--- src/rtl/pcie_cap_pkg.sv ---
package pcie_cap_pkg;

  localparam int WORD_W = 32;

  // dword indices inside the structure; software decodes these positions
  localparam int IDX_HDR     = 0;
  localparam int IDX_DEVCAP  = 1;
  localparam int IDX_DEVCTL  = 2;
  localparam int IDX_LNKCAP  = 3;
  localparam int IDX_LNKCTL  = 4;
  localparam int IDX_DEVCAP2 = 9;
  localparam int IDX_DEVCTL2 = 10;
  localparam int IDX_LNKCAP2 = 11;
  localparam int IDX_LNKCTL2 = 12;

  localparam logic [WORD_W-1:0] DEVCTL_WMASK   = 32'h0000_79FF;
  localparam logic [WORD_W-1:0] DEVCTL_BASE    = 32'h0000_2800;
  localparam logic [WORD_W-1:0] LNKCTL_WMASK   = 32'h0000_00CB;
  localparam logic [WORD_W-1:0] DEVCTL2_WMASK  = 32'h0000_005F;
  localparam logic [WORD_W-1:0] DEVCTL2_DEF    = 32'h0000_001F;
  localparam logic [WORD_W-1:0] LC2_STICKY_MSK = 32'h0000_FF9F;

  // expand byte enables into a per-bit lane mask
  function automatic logic [WORD_W-1:0] lane_mask(input logic [3:0] be);
    logic [WORD_W-1:0] m;
    for (int i = 0; i < 4; i++) m[8*i +: 8] = {8{be[i]}};
    return m;
  endfunction

  // read-write merge restricted to writable bits and enabled bytes
  function automatic logic [WORD_W-1:0] rw_merge(input logic [WORD_W-1:0] cur,
                                                 input logic [WORD_W-1:0] wd,
                                                 input logic [3:0] be,
                                                 input logic [WORD_W-1:0] wmask);
    logic [WORD_W-1:0] sel;
    sel = lane_mask(be) & wmask;
    return (cur & ~sel) | (wd & sel);
  endfunction

endpackage

--- src/rtl/pcie_cap_dev.sv ---
module pcie_cap_dev import pcie_cap_pkg::*; #(
  parameter bit FLR_CAP = 1'b1,
  parameter bit RO_DEF  = 1'b1
) (
  input  logic              clk,
  input  logic              rst_n,
  input  logic              wr_devctl,
  input  logic              wr_devctl2,
  input  logic [WORD_W-1:0] wdata,
  input  logic [3:0]        be,
  input  logic [3:0]        err_in,
  input  logic              txn_pending,
  output logic [WORD_W-1:0] devctl_word,
  output logic [WORD_W-1:0] devctl2_word,
  output logic              flr_pulse
);

  localparam logic [WORD_W-1:0] CTL_DEF = DEVCTL_BASE | (WORD_W'(RO_DEF) << 4);

  logic [WORD_W-1:0] ctl_q, ctl2_q;
  logic [3:0]        sts_q, sts_clr;
  logic              flr_q, flr_req;

  assign flr_req = wr_devctl & be[1] & wdata[15] & FLR_CAP & ~flr_q;
  assign sts_clr = (wr_devctl & be[2]) ? wdata[19:16] : 4'b0;

  always_ff @(posedge clk or negedge rst_n) begin
    if (!rst_n) begin
      ctl_q  <= CTL_DEF;
      ctl2_q <= DEVCTL2_DEF;
      sts_q  <= '0;
      flr_q  <= 1'b0;
    end else if (flr_q) begin
      ctl_q  <= CTL_DEF;
      ctl2_q <= DEVCTL2_DEF;
      sts_q  <= '0;
      flr_q  <= 1'b0;
    end else begin
      flr_q <= flr_req;
      if (wr_devctl)  ctl_q  <= rw_merge(ctl_q, wdata, be, DEVCTL_WMASK);
      if (wr_devctl2) ctl2_q <= rw_merge(ctl2_q, wdata, be, DEVCTL2_WMASK);
      sts_q <= (sts_q & ~sts_clr) | err_in;
    end
  end

  assign devctl_word  = {10'b0, txn_pending, 1'b0, sts_q, ctl_q[15:0]};
  assign devctl2_word = ctl2_q;
  assign flr_pulse    = flr_q;

  assert_flr_single_R4: assert property (@(posedge clk) disable iff (!rst_n)
    flr_q |=> !flr_q);
  assert_flr_cause_R4: assert property (@(posedge clk) disable iff (!rst_n)
    flr_q |-> $past(wr_devctl && be[1] && wdata[15]));
  assert_flr_restore_R5: assert property (@(posedge clk) disable iff (!rst_n)
    flr_q |=> (ctl_q == CTL_DEF && sts_q == 4'b0 && ctl2_q == DEVCTL2_DEF));
  assert_set_wins_R6: assert property (@(posedge clk) disable iff (!rst_n)
    (err_in != 4'b0 && !flr_q) |=> ((sts_q & $past(err_in)) == $past(err_in)));

endmodule

--- src/rtl/pcie_cap_link.sv ---
module pcie_cap_link import pcie_cap_pkg::*; #(
  parameter logic [3:0] TGT_DEF = 4'd3
) (
  input  logic              clk,
  input  logic              por_n,
  input  logic              rst_n,
  input  logic              flr_clear,
  input  logic              wr_lnkctl,
  input  logic              wr_lnkctl2,
  input  logic [WORD_W-1:0] wdata,
  input  logic [3:0]        be,
  input  logic [3:0]        eq_status,
  input  logic              eq_req,
  output logic [WORD_W-1:0] lnkctl_word,
  output logic [WORD_W-1:0] lnkctl2_word
);

  logic [WORD_W-1:0] lc_q, lc2_st;
  logic              hasd_q, eqreq_q, eq_clr;

  assign eq_clr = wr_lnkctl2 & be[2] & wdata[21];

  // sticky group: only power-on reset reaches it
  always_ff @(posedge clk or negedge por_n) begin
    if (!por_n)          lc2_st <= WORD_W'(TGT_DEF);
    else if (wr_lnkctl2) lc2_st <= rw_merge(lc2_st, wdata, be, LC2_STICKY_MSK);
  end

  always_ff @(posedge clk or negedge rst_n) begin
    if (!rst_n) begin
      lc_q    <= '0;
      hasd_q  <= 1'b0;
      eqreq_q <= 1'b0;
    end else if (flr_clear) begin
      lc_q    <= '0;
      hasd_q  <= 1'b0;
      eqreq_q <= 1'b0;
    end else begin
      if (wr_lnkctl) lc_q <= rw_merge(lc_q, wdata, be, LNKCTL_WMASK);
      if (wr_lnkctl2 && be[0]) hasd_q <= wdata[5];
      eqreq_q <= (eqreq_q & ~eq_clr) | eq_req;
    end
  end

  assign lnkctl_word  = lc_q;
  assign lnkctl2_word = lc2_st | {26'b0, hasd_q, 5'b0} | {10'b0, eqreq_q, eq_status, 17'b0};

  assert_sticky_hold_R10: assert property (@(posedge clk) disable iff (!por_n)
    (flr_clear && !wr_lnkctl2) |=> $stable(lc2_st));
  assert_flr_link_R5: assert property (@(posedge clk) disable iff (!rst_n)
    flr_clear |=> (lc_q == '0 && !hasd_q && !eqreq_q));
  assert_eq_set_wins_R11: assert property (@(posedge clk) disable iff (!rst_n)
    (eq_req && !flr_clear) |=> eqreq_q);

endmodule

--- src/rtl/pcie_cap_regs.sv ---
module pcie_cap_regs import pcie_cap_pkg::*; #(
  parameter int         ADDR_W      = 6,
  parameter logic [7:0] CAP_ID      = 8'h10,
  parameter logic [7:0] NEXT_PTR    = 8'h00,
  parameter logic [3:0] CAP_VER     = 4'h2,
  parameter logic [2:0] MPS_SUP     = 3'd1,
  parameter bit         EXT_TAG     = 1'b1,
  parameter logic [2:0] L0S_ACC     = 3'd7,
  parameter logic [2:0] L1_ACC      = 3'd7,
  parameter bit         FLR_CAP     = 1'b1,
  parameter bit         RO_DEF      = 1'b1,
  parameter logic [3:0] MAX_SPEED   = 4'd3,
  parameter logic [5:0] MAX_WIDTH   = 6'd8,
  parameter bit         ASPM_L0S    = 1'b1,
  parameter bit         ASPM_L1     = 1'b1,
  parameter logic [2:0] L0S_EXIT    = 3'd6,
  parameter logic [2:0] L1_EXIT     = 3'd0,
  parameter bit         SLOT_CLK    = 1'b1,
  parameter logic [3:0] CTO_RANGES  = 4'hF,
  parameter bit         CTO_DIS_SUP = 1'b1,
  parameter logic [2:0] SPEED_VEC   = 3'b111
) (
  input  logic              clk,
  input  logic              por_n,
  input  logic              hot_rst_n,
  input  logic              cfg_rd,
  input  logic              cfg_wr,
  input  logic [ADDR_W-1:0] cfg_addr,
  input  logic [31:0]       cfg_wdata,
  input  logic [3:0]        cfg_be,
  output logic [31:0]       cfg_rdata,
  input  logic [3:0]        err_event,
  input  logic              txn_pending,
  input  logic [3:0]        link_speed,
  input  logic [5:0]        link_width,
  input  logic [3:0]        eq_status,
  input  logic              eq_req,
  output logic              flr_pulse
);

  localparam logic [WORD_W-1:0] HDR_WORD = {12'h0, CAP_VER, NEXT_PTR, CAP_ID};
  localparam logic [WORD_W-1:0] DEVCAP_WORD =
    {3'b0, FLR_CAP, 12'b0, 1'b1, 3'b0, L1_ACC, L0S_ACC, EXT_TAG, 2'b0, MPS_SUP};
  localparam logic [WORD_W-1:0] LNKCAP_WORD =
    {9'b0, 1'b1, 4'b0, L1_EXIT, L0S_EXIT, ASPM_L1, ASPM_L0S, MAX_WIDTH, MAX_SPEED};
  localparam logic [WORD_W-1:0] DEVCAP2_WORD = {27'b0, CTO_DIS_SUP, CTO_RANGES};
  localparam logic [WORD_W-1:0] LNKCAP2_WORD = {28'b0, SPEED_VEC, 1'b0};

  logic              nonsticky_rst_n;
  logic              wr_devctl, wr_devctl2, wr_lnkctl, wr_lnkctl2, addr_hole;
  logic [WORD_W-1:0] devctl_word, devctl2_word, lnkctl_word, lnkctl2_word, rd_mux;

  assign nonsticky_rst_n = por_n & hot_rst_n;

  assign wr_devctl  = cfg_wr && cfg_addr == ADDR_W'(IDX_DEVCTL);
  assign wr_devctl2 = cfg_wr && cfg_addr == ADDR_W'(IDX_DEVCTL2);
  assign wr_lnkctl  = cfg_wr && cfg_addr == ADDR_W'(IDX_LNKCTL);
  assign wr_lnkctl2 = cfg_wr && cfg_addr == ADDR_W'(IDX_LNKCTL2);

  pcie_cap_dev #(.FLR_CAP(FLR_CAP), .RO_DEF(RO_DEF)) u_dev (
    .clk(clk), .rst_n(nonsticky_rst_n),
    .wr_devctl(wr_devctl), .wr_devctl2(wr_devctl2),
    .wdata(cfg_wdata), .be(cfg_be),
    .err_in(err_event), .txn_pending(txn_pending),
    .devctl_word(devctl_word), .devctl2_word(devctl2_word),
    .flr_pulse(flr_pulse)
  );

  pcie_cap_link #(.TGT_DEF(MAX_SPEED)) u_link (
    .clk(clk), .por_n(por_n), .rst_n(nonsticky_rst_n), .flr_clear(flr_pulse),
    .wr_lnkctl(wr_lnkctl), .wr_lnkctl2(wr_lnkctl2),
    .wdata(cfg_wdata), .be(cfg_be),
    .eq_status(eq_status), .eq_req(eq_req),
    .lnkctl_word(lnkctl_word), .lnkctl2_word(lnkctl2_word)
  );

  always_comb begin
    rd_mux    = '0;
    addr_hole = 1'b0;
    case (cfg_addr)
      ADDR_W'(IDX_HDR):     rd_mux = HDR_WORD;
      ADDR_W'(IDX_DEVCAP):  rd_mux = DEVCAP_WORD;
      ADDR_W'(IDX_DEVCTL):  rd_mux = devctl_word;
      ADDR_W'(IDX_LNKCAP):  rd_mux = LNKCAP_WORD;
      ADDR_W'(IDX_LNKCTL):  rd_mux = lnkctl_word |
                                     {3'b0, SLOT_CLK, 2'b0, link_width, link_speed, 16'b0};
      ADDR_W'(IDX_DEVCAP2): rd_mux = DEVCAP2_WORD;
      ADDR_W'(IDX_DEVCTL2): rd_mux = devctl2_word;
      ADDR_W'(IDX_LNKCAP2): rd_mux = LNKCAP2_WORD;
      ADDR_W'(IDX_LNKCTL2): rd_mux = lnkctl2_word;
      default:              addr_hole = 1'b1;
    endcase
  end

  always_ff @(posedge clk or negedge nonsticky_rst_n) begin
    if (!nonsticky_rst_n) cfg_rdata <= '0;
    else                  cfg_rdata <= cfg_rd ? rd_mux : '0;
  end

  assert_idle_zero_R2: assert property (@(posedge clk) disable iff (!nonsticky_rst_n)
    !cfg_rd |=> cfg_rdata == 32'h0);
  assert_hole_zero_R2: assert property (@(posedge clk) disable iff (!nonsticky_rst_n)
    (cfg_rd && addr_hole) |=> cfg_rdata == 32'h0);
  assert_status_ro_R7: assert property (@(posedge clk) disable iff (!nonsticky_rst_n)
    (cfg_rd && cfg_addr == ADDR_W'(IDX_DEVCTL)) |=> cfg_rdata[21] == $past(txn_pending));

endmodule

--- config.mk ---
export PLATFORM = sky130hd
export DESIGN_NAME = pcie_cap_regs
export DESIGN_NICKNAME = d
export VERILOG_FILES = /design/src/rtl/pcie_cap_pkg.sv /design/src/rtl/pcie_cap_dev.sv /design/src/rtl/pcie_cap_link.sv /design/src/rtl/pcie_cap_regs.sv
export SDC_FILE = /design/constraint.sdc
export NUM_CORES = 1
export LEC_CHECK = 0
export BUFFER_PORTS_ARGS = -buffer_cell sky130_fd_sc_hd__buf_4
export CORE_ASPECT_RATIO = 0.7
export CORE_UTILIZATION = 40
export CTS_CLUSTER_SIZE = 24
export DETAILED_ROUTE_END_ITERATION = 10
export GPL_TIMING_DRIVEN = 0
export HOLD_SLACK_MARGIN = 0.05
export SETUP_SLACK_MARGIN = 0.15
export SLEW_MARGIN = 10
export SYNTH_ARGS = -nofsm -noshare
export SYNTH_HDL_FRONTEND = slang
export SYNTH_HIERARCHICAL = 1
export SYNTH_SLANG_ARGS = --single-unit
--- constraint.sdc ---
create_clock -name clk -period 4.8 [get_ports clk]
set_input_delay 0 -clock clk [delete_from_list [all_inputs] [get_ports clk]]
set_output_delay 0 -clock clk [all_outputs]
set_load 0.01 [all_outputs]
==> After elaboration in Yosys (flattened, before gate mapping) <==
Index checks and enable logic that the tools add are counted.
{ "totals": {"reg_bits": 167, "out_inout_bits": 33} }
{ "op_classes": {"n_bitwise": 33, "reduce_logical": 10, "mux": 14, "eq_ne": 8} }
{ "op_table": {"columns": ["cell", "n"], "rows": [
  ["32-bit one-hot mux with 9 select lines", 1],
  ["32-bit two-way mux", 7],
  ["32-bit AND", 4],
  ["32-bit OR", 4],
  ["32-bit by 15-bit AND with 32-bit output", 1],
  ["32-bit by 16-bit AND with 32-bit output", 1],
  ["32-bit by 7-bit AND with 32-bit output", 1],
  ["32-bit by 8-bit AND with 32-bit output", 1],
  ["15-bit inverter with 32-bit output", 1],
  ["16-bit inverter with 32-bit output", 1],
  ["7-bit inverter with 32-bit output", 1],
  ["8-bit inverter with 32-bit output", 1],
  ["32-bit by 22-bit OR with 32-bit output", 1],
  ["32-bit by 29-bit OR with 32-bit output", 1],
  ["32-bit by 6-bit OR with 32-bit output", 1],
  ["6-bit by 4-bit equality test with 1-bit output, second input constant", 4],
  ["6-bit by 2-bit equality test with 1-bit output, second input constant", 2],
  ["1-bit AND", 8],
  ["4-bit two-way mux", 2],
  ["2-bit nonzero test", 4],
  ["6-bit by 1-bit equality test with 1-bit output, second input constant", 1],
  ["6-bit by 3-bit equality test with 1-bit output, second input constant", 1],
  ["6-bit zero test", 1],
  ["1-bit logical AND", 5],
  ["6 further kinds", 10]
]} }

==> Logic depth before layout (Yosys ltp) <==
Gate-level depths: netlist (run 1).
{ "depth": {"word_depth": 8, "mapped_depth": 9} }

==> By module <==
The synthesis (run 1) kept the hierarchy.
{ "by_module_without_submodules": {"columns": ["mod", "seq_area_each_um2", "area_per_inst_um2", "cells_each", "n_inst"], "rows": [
  ["pcie_cap_regs", 800.8, 2113.3, 224, 1],
  ["pcie_cap_dev", 610.6, 1462.7, 140, 1],
  ["pcie_cap_link", 528.0, 1194.9, 107, 1]
]} }

==> Least setup slack after synthesis (run 1) <==
No wires, ideal clock.
{ "synth_path": {"kind": "input to register", "from": "in cfg_addr[5]", "to": "reg u_dev.ctl_q[11]", "path_slack_ns": 2.947, "cell_stages": 9, "required_time_ns": 4.718, "arrival_ns": 1.771, "setup_ns": 0.082, "cell_sequence": "or3_1 > buf_6 > nor4b_4 > buf_6 > and2_1 > buf_6 > buf_12 > nand2_4 > a211o_1"} }
{ "synth_via": {"elab_chain_len": 3} }
{ "synth_lines": {"columns": ["element", "line", "text"], "rows": [
  ["from (decl)", "pcie_cap_regs.sv:28", "input logic [ADDR_W-1:0] cfg_addr,"],
  ["6-bit by 2-bit equality test with 1-bit output", null, null],
  ["1-bit logical AND", "pcie_cap_regs.sv:55", "assign wr_devctl = cfg_wr && cfg_addr == ADDR_W'(IDX_DEVCTL);"],
  ["via wr_devctl", "pcie_cap_regs.sv:50", "logic wr_devctl, wr_devctl2, wr_lnkctl, wr_lnkctl2, addr_hole;"],
  ["2-bit nonzero test (no source line)", null, null],
  ["to (signal assigned)", "pcie_cap_dev.sv:40", "if (wr_devctl) ctl_q <= rw_merge(ctl_q, wdata, be, DEVCTL_WMASK);"],
  ["to (decl)", "pcie_cap_dev.sv:20", "logic [WORD_W-1:0] ctl_q, ctl2_q;"]
]} }
The timed path passes the listed nets, and every way through them passes these cells.
A chain may end at the register's enable or synchronous reset.

==> Worst setup path after layout (run 1) <==
{ "layout_path": {"from": "in cfg_addr[4]", "to": "reg u_dev.sts_q[0]"} }
{ "layout_via": {"elab_chain_len": 8} }
{ "layout_lines": {"columns": ["element", "line", "text"], "rows": [
  ["6-bit by 2-bit equality test with 1-bit output", null, null],
  ["1-bit logical AND", "pcie_cap_regs.sv:55", null],
  ["via wr_devctl", "pcie_cap_regs.sv:50", null],
  ["1-bit AND", "pcie_cap_dev.sv:25", "assign sts_clr = (wr_devctl & be[2]) ? wdata[19:16] : 4'b0;"],
  ["4-bit two-way mux", "pcie_cap_dev.sv:25", null],
  ["4-bit inverter", "pcie_cap_dev.sv:42", "sts_q <= (sts_q & ~sts_clr) | err_in;"],
  ["4-bit AND", "pcie_cap_dev.sv:42", null],
  ["4-bit OR", "pcie_cap_dev.sv:42", null],
  ["4-bit two-way mux", "pcie_cap_dev.sv:33", "end else if (flr_q) begin"],
  ["to (signal assigned)", "pcie_cap_dev.sv:42", null],
  ["to (decl)", "pcie_cap_dev.sv:21", "logic [3:0] sts_q, sts_clr;"]
]} }
The timed path passes the listed nets, and every way through them passes these cells.

==> results.ini, run 1 <==
[status]
status = completed

[routing]
drtPass1Iterations = 4
vias = 3974
drc = 0
drtAntennaViolNets = 0
wire_per_inst_um = 15.9
drt_iter0_drc = 214
viasPerCell = 4.78
routed_wl_um = 13200

[clock_network]
cts_tree = built
cts.htree.levels = 3
cts_resized = 0
cts_max_path_buffers = 2
cts_setup_buffers = 0
cts.sinks = 77
clk-insertion-delay-late_ns = 0.33
clkTransAtPathRegs_ns = 0.06
cts_root_buf = clkbuf_16
numCtsBuffers = 9

[flow_run]
drv_cap = 0

[floorplanning]
start_util_pct = 42.2
coreArea_um2 = 11300
die_w_um = 132
num_io_pins = 100
dieArea_um2 = 12400
die_h_um = 93.3
num_rows = 32

[worst_setup_path]
start_kind = input pin
cp_num_buf_inv = 6
slowest_stage = dlygate4sd3_1
critPathMostFrequentCell = buf_6
crit_arrival_ns = 3.09
cpPeakStageDelay_ns = 0.56
cp_data_required_time_ns = 5.02
worstPathCellList = dlygate4sd3_1, buf_4, or3_1, buf_6, nor4b_4, buf_6, and2_1, buf_6, and4b_1, nor3_1, dlygate4sd3_1
end_kind = flop
crit_family = buffers and inverters
cp_max_fo = 10
path_class = input pin to flop

[power_and_ir_drop]
p_int_w = 0.00145
pwr-share-seq_pct = 38.2
finalPower_w = 0.00185
comb_power_share_pct = 13.7
p_leak_nw = 3.22
ir_drop_mv = 0.168
power.net_switching_w = 0.000400
p_clk_share_pct = 48.0
power_density_nw_per_um2 = 281
switching_share_pct = 21.6

[grt]
grt_pass1_wl_um = 21100
grt_pass1_vias = 3948
grt_usage_pct = 22.7
grt_use_met3_pct = 4.23
use_met2_pct = 37.1
antenna_found_initial = 0
grt.busiest_layer = met2
gr-total-overflow = 0
grt_max_degree = 37
met1_usage_pct = 31.4

[sta]
setup_violations = 0
slew_violations = 0
rsz0062_at_grt = no
fin_skew_ns = 0.00383
finalCritPeriodShare_pct = 59.8
hold_viol = 0
fin_ws_ns = 1.93
worst_hold_slack_ns = 0.0646
finalSetupTns_ns = 0
worst_pin_slew_ns = 1.33
period_needed_ns = 2.87
slew_headroom_pct = 11.5
fmax_mhz = 349

[finish]
num_antenna_cells = 0
syn2layout_area_growth_pct = 38.5
layout-drive-gt1-share_pct = 41.2
nNetsFinal = 740
final_cells = 831

[hold_path]
hold_path_class = input pin to async pin

[synth]
syn_inst = 470
syn_area_um2 = 4760
syn_avg_cell_area_um2 = 10.1
yosysWarnings = 6

[placed_design]
port_buffers = 81
hpwl_um = 9410
gp_congestion = 0.815
dp_cells = 781
preCtsSetupSlack_ns = 2.32

[state kept, by name, summed over array words and instances (netlist names)]
register            cells
cfg_rdata              32
u_dev/ctl_q            13
u_dev/devctl2_word      6
u_dev/flr_pulse         1
u_dev/sts_q             4
u_link/eqreq_q          1
u_link/hasd_q           1
u_link/lc2_st          14
u_link/lnkctl_word      5
[cell usage in the layout (no fill, tap or decap), types with 5 or more instances in the layout]
| master | n |
|---|---|
| nor2_1 | 11 |
| buf_6 | 6 |
| clkbuf_16 | 9 |
| nand2_1 | 34 |
| bufinv_16 | 5 |
| a221oi_1 | 6 |
| buf_2 | 14 |
| a21bo_2 | 6 |
| clkbuf_1 | 9 |
| nor3_1 | 6 |
| and3_1 | 8 |
| buf_4 | 169 |
| nand3_1 | 16 |
| a211o_1 | 6 |
| mux2_2 | 32 |
| a21oi_1 | 36 |
| and2_1 | 5 |
| and4b_1 | 6 |
| a22oi_1 | 10 |
| dlygate4sd3_1 | 34 |
| a31oi_2 | 8 |
| dfstp_2 | 10 |
| o211ai_1 | 10 |
| conb_1 | 78 |
| a21bo_1 | 9 |
| or3_1 | 11 |
| dfrtp_1 | 67 |
| o21ai_0 | 7 |
[power by group through the flow]
stage / Clock (W) / Combinational, W / Sequential [W]
floorplan: 0 / 0.000160 / 0.000713
global route: 0.000934 / 0.000278 / 0.000712
detailed placement: 0 / 0.000232 / 0.000720
CTS: 0.000900 / 0.000251 / 0.000709
finish: 0.000890 / 0.000254 / 0.000709
global placement: 0 / 0.000226 / 0.000719
[through the flow]
stage / instance area [um^2] / utilization, %
final: 6600 / 58.4
after global routing: 6600 / 58.4
after CTS: 6600 / 58.4
after detailed placement: 5870 / 52.0
after global placement: 5850 / 51.8
after floorplan: 5050 / -
[area by class of cell]
type	count	area, um^2
Inverter	2	7.51
Fill cell	991	4690
Clock buffer	10	229
Multi-Input combinational cell	350	2260
Buffer	117	848
Clock inverter	6	159
Sequential cell	77	1940
Timing Repair Buffer	116	968
Tap cell	153	191
[final timing paths]
check,from,to,slack [ns],depth (start not counted)
hold / removal,por_n,u_link/lc2_st[3],0.06,2
setup reg to reg,u_dev/ctl_q[11],cfg_rdata[11],2.65,5
min in group clk,eq_status[2],cfg_rdata[19],0.07,3
max in group asynchronous,por_n,u_dev/devctl2_word[0],3.71,4
setup / recovery,cfg_addr[4],u_dev/sts_q[0],1.93,11
hold reg to reg,u_link/lc2_st[14],u_link/lc2_st[14],0.51,1
[timing repair]
item	in CTS	in global routing
setup endpoints to repair	0	0
hold endpoints to repair	88	0
hold buffers	34	0
[metal layers]
metal / routed length (um) / share of wire, %
met2: 6160 / 47
met3: 705 / 5.3
met5: 0 / 0
met1: 6210 / 47
met4: 105 / 0.80
Power figures use the tool's default switching activity.
==> run 2: changes to the inputs <==
Clock period 4.8 ns to 2.4 ns, I/O delays scaled along.
==> run 2 against run 1 <==
Critical endpoint is now cfg_rdata[11]. Highest routed layer unchanged. Final cell count is 0.36% higher. Core utilization rose by 0.28 points. Non-clock buffer count is 3 higher. Largest power group unchanged. Critical path type is now flop to flop.
==> results.ini, run 2 (same netlist as run 1, synthesis figures left out) <==
[power_and_ir_drop]
ir_drop_mv = 0.337  ; was 0.168 mV
finalPower_w = 0.00372  ; was 0.00185 W
power_density_nw_per_um2 = 561  ; was 281 nW/um^2
p_leak_nw = 3.24  ; was 3.22 nW

[sta]
setup_violations = 0  ; unchanged
slew_headroom_pct = 9.37  ; was 11.5%
worst_hold_slack_ns = 0.0605  ; was 0.0646 ns
slew_violations = 0  ; unchanged
finalCritPeriodShare_pct = 89.3
period_needed_ns = 2.14
fin_ws_ns = 0.256  ; was 1.93 ns
worst_pin_slew_ns = 1.36  ; was 1.33 ns
rsz0062_at_grt = no  ; unchanged
fin_skew_ns = 0.00632  ; was 0.00383 ns
hold_viol = 0  ; unchanged
fmax_mhz = 466

[worst_setup_path]
ff2ff_setup_slack_ns = 0.26  ; was 2.65 ns
cp_data_required_time_ns = 2.65  ; was 5.02 ns
crit_arrival_ns = 2.39  ; was 3.09 ns
timing.rr.end = cfg_rdata[11]  ; unchanged
reg2regPathDepth = 5  ; unchanged
end_kind = flop  ; unchanged
cp_max_fo = 2  ; was 10
r2r_start = u_dev/ctl_q[11]  ; unchanged
start_kind = flop  ; was input pin
path_class = flop to flop  ; was input pin to flop

[floorplanning]
dieArea_um2 = 12400  ; unchanged
die_w_um = 132  ; unchanged
start_util_pct = 42.2  ; unchanged
die_h_um = 93.3  ; unchanged
coreArea_um2 = 11300  ; unchanged
num_rows = 32  ; unchanged
num_io_pins = 100  ; unchanged

[clock_network]
cts_tree = built  ; unchanged
cts.sinks = 77  ; unchanged
clkTransAtPathRegs_ns = 0.06  ; about the same
numCtsBuffers = 9  ; unchanged
cts_max_path_buffers = 2  ; unchanged
cts_root_buf = clkbuf_16  ; unchanged
cts.htree.levels = 3  ; unchanged
clk-insertion-delay-late_ns = 0.34  ; was 0.33 ns

[placed_design]
port_buffers = 81  ; unchanged
gp_congestion = 0.815  ; unchanged
hpwl_um = 9410  ; unchanged
preCtsSetupSlack_ns = -0.0783  ; was 2.32 ns

[grt]
antenna_found_initial = 0  ; unchanged
grt_usage_pct = 22.6  ; was 22.7%
gr-total-overflow = 0  ; unchanged
grt_max_degree = 37  ; unchanged
grt_pass1_wl_um = 21100  ; about the same
grt_pass1_vias = 3952  ; was 3,948

[flow_run]
drv_cap = 0  ; unchanged

[routing]
drt_iter0_drc = 197  ; was 214
vias = 4009  ; was 3,974
drtPass1Iterations = 5  ; was 4
drc = 0  ; unchanged
drtAntennaViolNets = 0  ; unchanged
routed_wl_um = 13200  ; about the same
wire_per_inst_um = 15.9  ; about the same
viasPerCell = 4.81  ; was 4.78

[status]
status = completed  ; unchanged

[finish]
syn2layout_area_growth_pct = 39.2  ; was 38.5%
reg_top3 = cfg_rdata (32), u_link/lc2_st (14), u_dev/ctl_q (13)  ; unchanged
mostFrequentLayoutCells = 171 x buf_4, 78 x conb_1, 67 x dfrtp_1, 36 x a21oi_1, 35 x dlygate4sd3_1  ; was 169 x buf_4, 78 x conb_1, 67 x dfrtp_1, 36 x a21oi_1
regMostFlops = cfg_rdata  ; unchanged
layout-drive-gt1-share_pct = 41.6  ; was 41.2%
layout_commonest_cell = buf_4  ; unchanged
num_antenna_cells = 0  ; unchanged
nNetsFinal = 743  ; was 740
largest_reg_flops = 32  ; unchanged

[hold_path]
hold_path_class = input pin to async pin  ; unchanged

## run 2: how the worst max path moves through the flow
stage                         start         endpoint  slack (ns)
finish              u_dev/ctl_q[11]    cfg_rdata[11]        0.26
global route        u_dev/ctl_q[11]    cfg_rdata[11]        0.23
CTS                     cfg_addr[3]   u_link/eqreq_q        0.20
detailed placement      cfg_addr[5]  u_dev/flr_pulse       -0.08
global placement              por_n   u_dev/sts_q[2]       -0.83
floorplan                 hot_rst_n     cfg_rdata[0]        0.49
## run 2: layer usage
layer / vias up / GRT usage (%) / routed length (um)
met3: 12 / 4.23 / 644
met2: 121 / 37.0 / 6150
li1: 1946 / - / -
met5: - / 0 / 0
met1: 1930 / 31.4 / 6300
met4: 0 / 4.50 / 125
## run 2: final cells by class
class                           instances  area, um^2
Tap cell                              153         191
Fill cell                             986        4660
Multi-Input combinational cell        350        2260
Timing Repair Buffer                  119         993
Inverter                                2        7.51
Buffer                                117         848
Sequential cell                        77        1940
Clock inverter                          6         159
Clock buffer                           10         229
## run 2: timing repair
item                                    in CTS  in global routing
resized for setup                            0                  2
hold buffers                                35                  0
setup buffers                                0                  2
endpoints found under the setup margin       0                  2
endpoints found under the hold margin       88                  0
## run 2: critical path: stages, from the launching register on
cell,delay [ns]
dfstp_2,0.53
a21oi_1,0.06
a2bb2oi_1,0.14
or4_2,0.55
dlygate4sd3_1,0.58
a21oi_1,0.19
## run 2: per-stage QoR
stage               std cells  TNS [ns]  util (%)  instance area, um^2
global route              834         0      58.7                 6630
global placement          780    -45.98      51.8                 5850
detailed placement        781   -0.0783      52.0                 5870
finish                    834         0      58.7                 6630
CTS                       832         0      58.5                 6610
floorplan                 546         0         -                 5050
## run 2: power breakdown
group / total [W] / switching (W) / internal, W
logic: 0.000516 / 0.000215 / 0.000301
registers: 0.00142 / 0.0000371 / 0.00138
clock network: 0.00178 / 0.000553 / 0.00123
==> run 3: changes to the inputs <==
Settings changed: ABC_AREA from default to 1.
==> run 3 against run 2 <==
Register-to-register slack gained 0.42 ns. Setup slack improved by 0.086 ns. Hold slack got worse by 0.0034 ns. Clock skew rose by 0.0013 ns. Combinational power fell by 4.8%. Final cell count rose by 26%. Cell area is 0.94% higher. Synthesized cell count rose by 45%. Critical path depth rose by 5. Sequential power barely moved. Sequential cell count is the same.
==> results.ini, run 3 <==
[status]
status = completed  ; unchanged

[finish]
finalInstanceArea_um2 = 6690  ; was 6630 um^2
nNetsFinal = 960  ; was 743
reg_top3 = cfg_rdata (32), u_link/lc2_st (14), u_dev/ctl_q (13)  ; unchanged
layout-drive-gt1-share_pct = 25.6  ; was 41.6%
largest_reg_flops = 32  ; unchanged
final_util_pct = 56.9  ; was 58.7%
multi_input_area_um2 = 2190  ; was 2260 um^2
final_cells = 1055  ; was 834
layout_commonest_cell = nand2_1  ; was buf_4
syn2layout_area_growth_pct = 37.8  ; was 39.2%
mostFrequentLayoutCells = 204 x nand2_1, 171 x buf_4, 86 x nor2_1, 78 x conb_1, 67 x dfrtp_1  ; was 171 x buf_4, 78 x conb_1, 67 x dfrtp_1, 36 x a21oi_1, 35 x dlygate4sd3_1
seq_area_um2 = 1940  ; unchanged
regMostFlops = cfg_rdata  ; unchanged
num_antenna_cells = 0  ; unchanged
n_fill_cell = 1141  ; was 986

[clock_network]
numCtsBuffers = 9  ; unchanged
cts_resized = 0  ; unchanged
cts_setup_buffers = 0  ; unchanged
clkTransAtPathRegs_ns = 0.06  ; about the same
cts.htree.levels = 3  ; unchanged
cts_max_path_buffers = 2  ; unchanged
clk-insertion-delay-late_ns = 0.34  ; about the same
holdBufCountCts = 42  ; was 35
cts_root_buf = clkbuf_16  ; unchanged
cts.sinks = 77  ; unchanged
cts_tree = built  ; unchanged

[power_and_ir_drop]
comb_power_share_pct = 14.4  ; was 13.9%
p_int_w = 0.00255  ; was 0.00291 W
power_density_nw_per_um2 = 510  ; was 561 nW/um^2
pwr-share-seq_pct = 42.0  ; was 38.2%
ir_drop_mv = 0.357  ; was 0.337 mV
finalPower_w = 0.00341  ; was 0.00372 W
p_leak_nw = 3.59  ; was 3.24 nW
p_clk_share_pct = 43.6  ; was 48.0%
switching_share_pct = 25.3  ; was 21.7%
power.net_switching_w = 0.000863  ; was 0.000805 W

[sta]
finalSetupTns_ns = 0  ; unchanged
fmax_mhz = 486  ; was 466 MHz
rsz0062_at_grt = no  ; unchanged
fin_skew_ns = 0.00762  ; was 0.00632 ns
worst_pin_slew_ns = 0.881  ; was 1.36 ns
period_needed_ns = 2.06  ; was 2.14 ns
hold_viol = 0  ; unchanged
finalCritPeriodShare_pct = 85.7  ; was 89.3%
slew_headroom_pct = 40.8  ; was 9.37%
slew_violations = 0  ; unchanged
setup_violations = 0  ; unchanged

[worst_setup_path]
start_kind = input pin  ; was flop
critPathLaunch = cfg_addr[0]  ; was u_dev/ctl_q[11]
cp_data_required_time_ns = 2.62  ; was 2.65 ns
path_class = input pin to flop  ; was flop to flop
crit_arrival_ns = 2.28  ; was 2.39 ns
r2r_start = u_dev/flr_pulse  ; was u_dev/ctl_q[11]
cp_max_fo = 10  ; was 2
end_kind = flop  ; unchanged

[placed_design]
gp_congestion = 0.883  ; was 0.815
dp_cells = 997  ; was 781
hpwl_um = 10400  ; was 9410 um
place_area_um2 = 5950  ; was 5870 um^2
port_buffers = 81  ; unchanged

[routing]
drtAntennaViolNets = 0  ; unchanged
routed_wl_um = 14100  ; was 13,200 um
drc = 0  ; unchanged
wire_per_inst_um = 13.3  ; was 15.9 um
drtPass1Iterations = 5  ; unchanged
viasPerCell = 4.48  ; was 4.81
vias = 4729  ; was 4,009
drt_iter0_drc = 389  ; was 197

[hold_path]
hold_path_class = input pin to async pin  ; unchanged

[floorplanning]
num_io_pins = 100  ; unchanged
die_w_um = 134  ; was 132 um
start_util_pct = 41.3  ; was 42.2%
num_rows = 33  ; was 32
die_h_um = 94.2  ; was 93.3 um
dieArea_um2 = 12600  ; was 12,400 um^2
coreArea_um2 = 11800  ; was 11,300 um^2

[synth]
syn_inst = 683  ; was 470
syn_area_um2 = 4860  ; was 4760 um^2
yosysWarnings = 6  ; unchanged
syn_avg_cell_area_um2 = 7.11  ; was 10.1 um^2

[grt]
grt_usage_pct = 24.0  ; was 22.6%
grt_pass1_vias = 4415  ; was 3,952
grt_pass1_wl_um = 22700  ; was 21,100 um
grt_max_degree = 64  ; was 37
gr-total-overflow = 0  ; unchanged
antenna_found_initial = 0  ; unchanged

[flow_run]
drv_cap = 0  ; unchanged

[run 3: per-layer routing]
metal  wire length (um)  GRT usage, %  up-vias
met1               7100          35.8     2158
met5                  0             0        -
met4                153          5.40        0
met3                836          3.94       14
met2               5980          36.1      150
li1                   -             -     2407
[run 3: final timing paths]
| kind | end | slack [ns] | depth (start not counted) |
|---|---|---|---|
| worst max-delay path | u_link/eqreq_q | 0.34 | 10 |
| worst min-delay path | u_link/lc2_st[2] | 0.06 | 2 |
| worst max register to register | u_dev/ctl_q[13] | 0.68 | 4 |
| worst min register to register | u_dev/ctl_q[11] | 0.47 | 2 |
| max in group asynchronous | cfg_rdata[19] | 1.27 | 4 |
| min in group clk | u_link/lc2_st[7] | 0.06 | 4 |
[run 3: power by group through the flow]
| stage | clock network [W] | registers, W | logic [W] |
|---|---|---|---|
| detailed placement | 0 | 0.00146 | 0.000436 |
| CTS | 0.00151 | 0.00143 | 0.000480 |
| floorplan | 0 | 0.00144 | 0.000286 |
| global placement | 0 | 0.00145 | 0.000431 |
| finish | 0.00149 | 0.00143 | 0.000491 |
| global route | 0.00156 | 0.00144 | 0.000550 |
[run 3: per-stage QoR]
stage,hold slack (ns),worst slack (ns)
floorplan,-0.296,0.802
global placement,-0.137,-0.249
detailed placement,-0.134,0.431
CTS,0.0500,0.356
global route,0.0744,0.168
finish,0.0572,0.342
[run 3: layout make-up]
type | instances | share of cell area [%]
inverters | 58 | 3.31
well taps | 157 | 2.94
clock buffers | 9 | 3.37
flip-flops and latches | 77 | 29.0
repair buffers | 123 | 15.4
plain buffers | 110 | 11.8
multi-input cells | 514 | 32.8
clock inverters | 7 | 1.46
[run 3: critical path: stages]
cell and delay (ns):
buf_4 0.14, nor2_4 0.23, nand3_2 0.24, clkbuf_1 0.34
nor2_1 0.30, buf_4 0.24, nand3_1 0.09, nand2_1 0.07
a21oi_1 0.05, dlygate4sd3_1 0.57
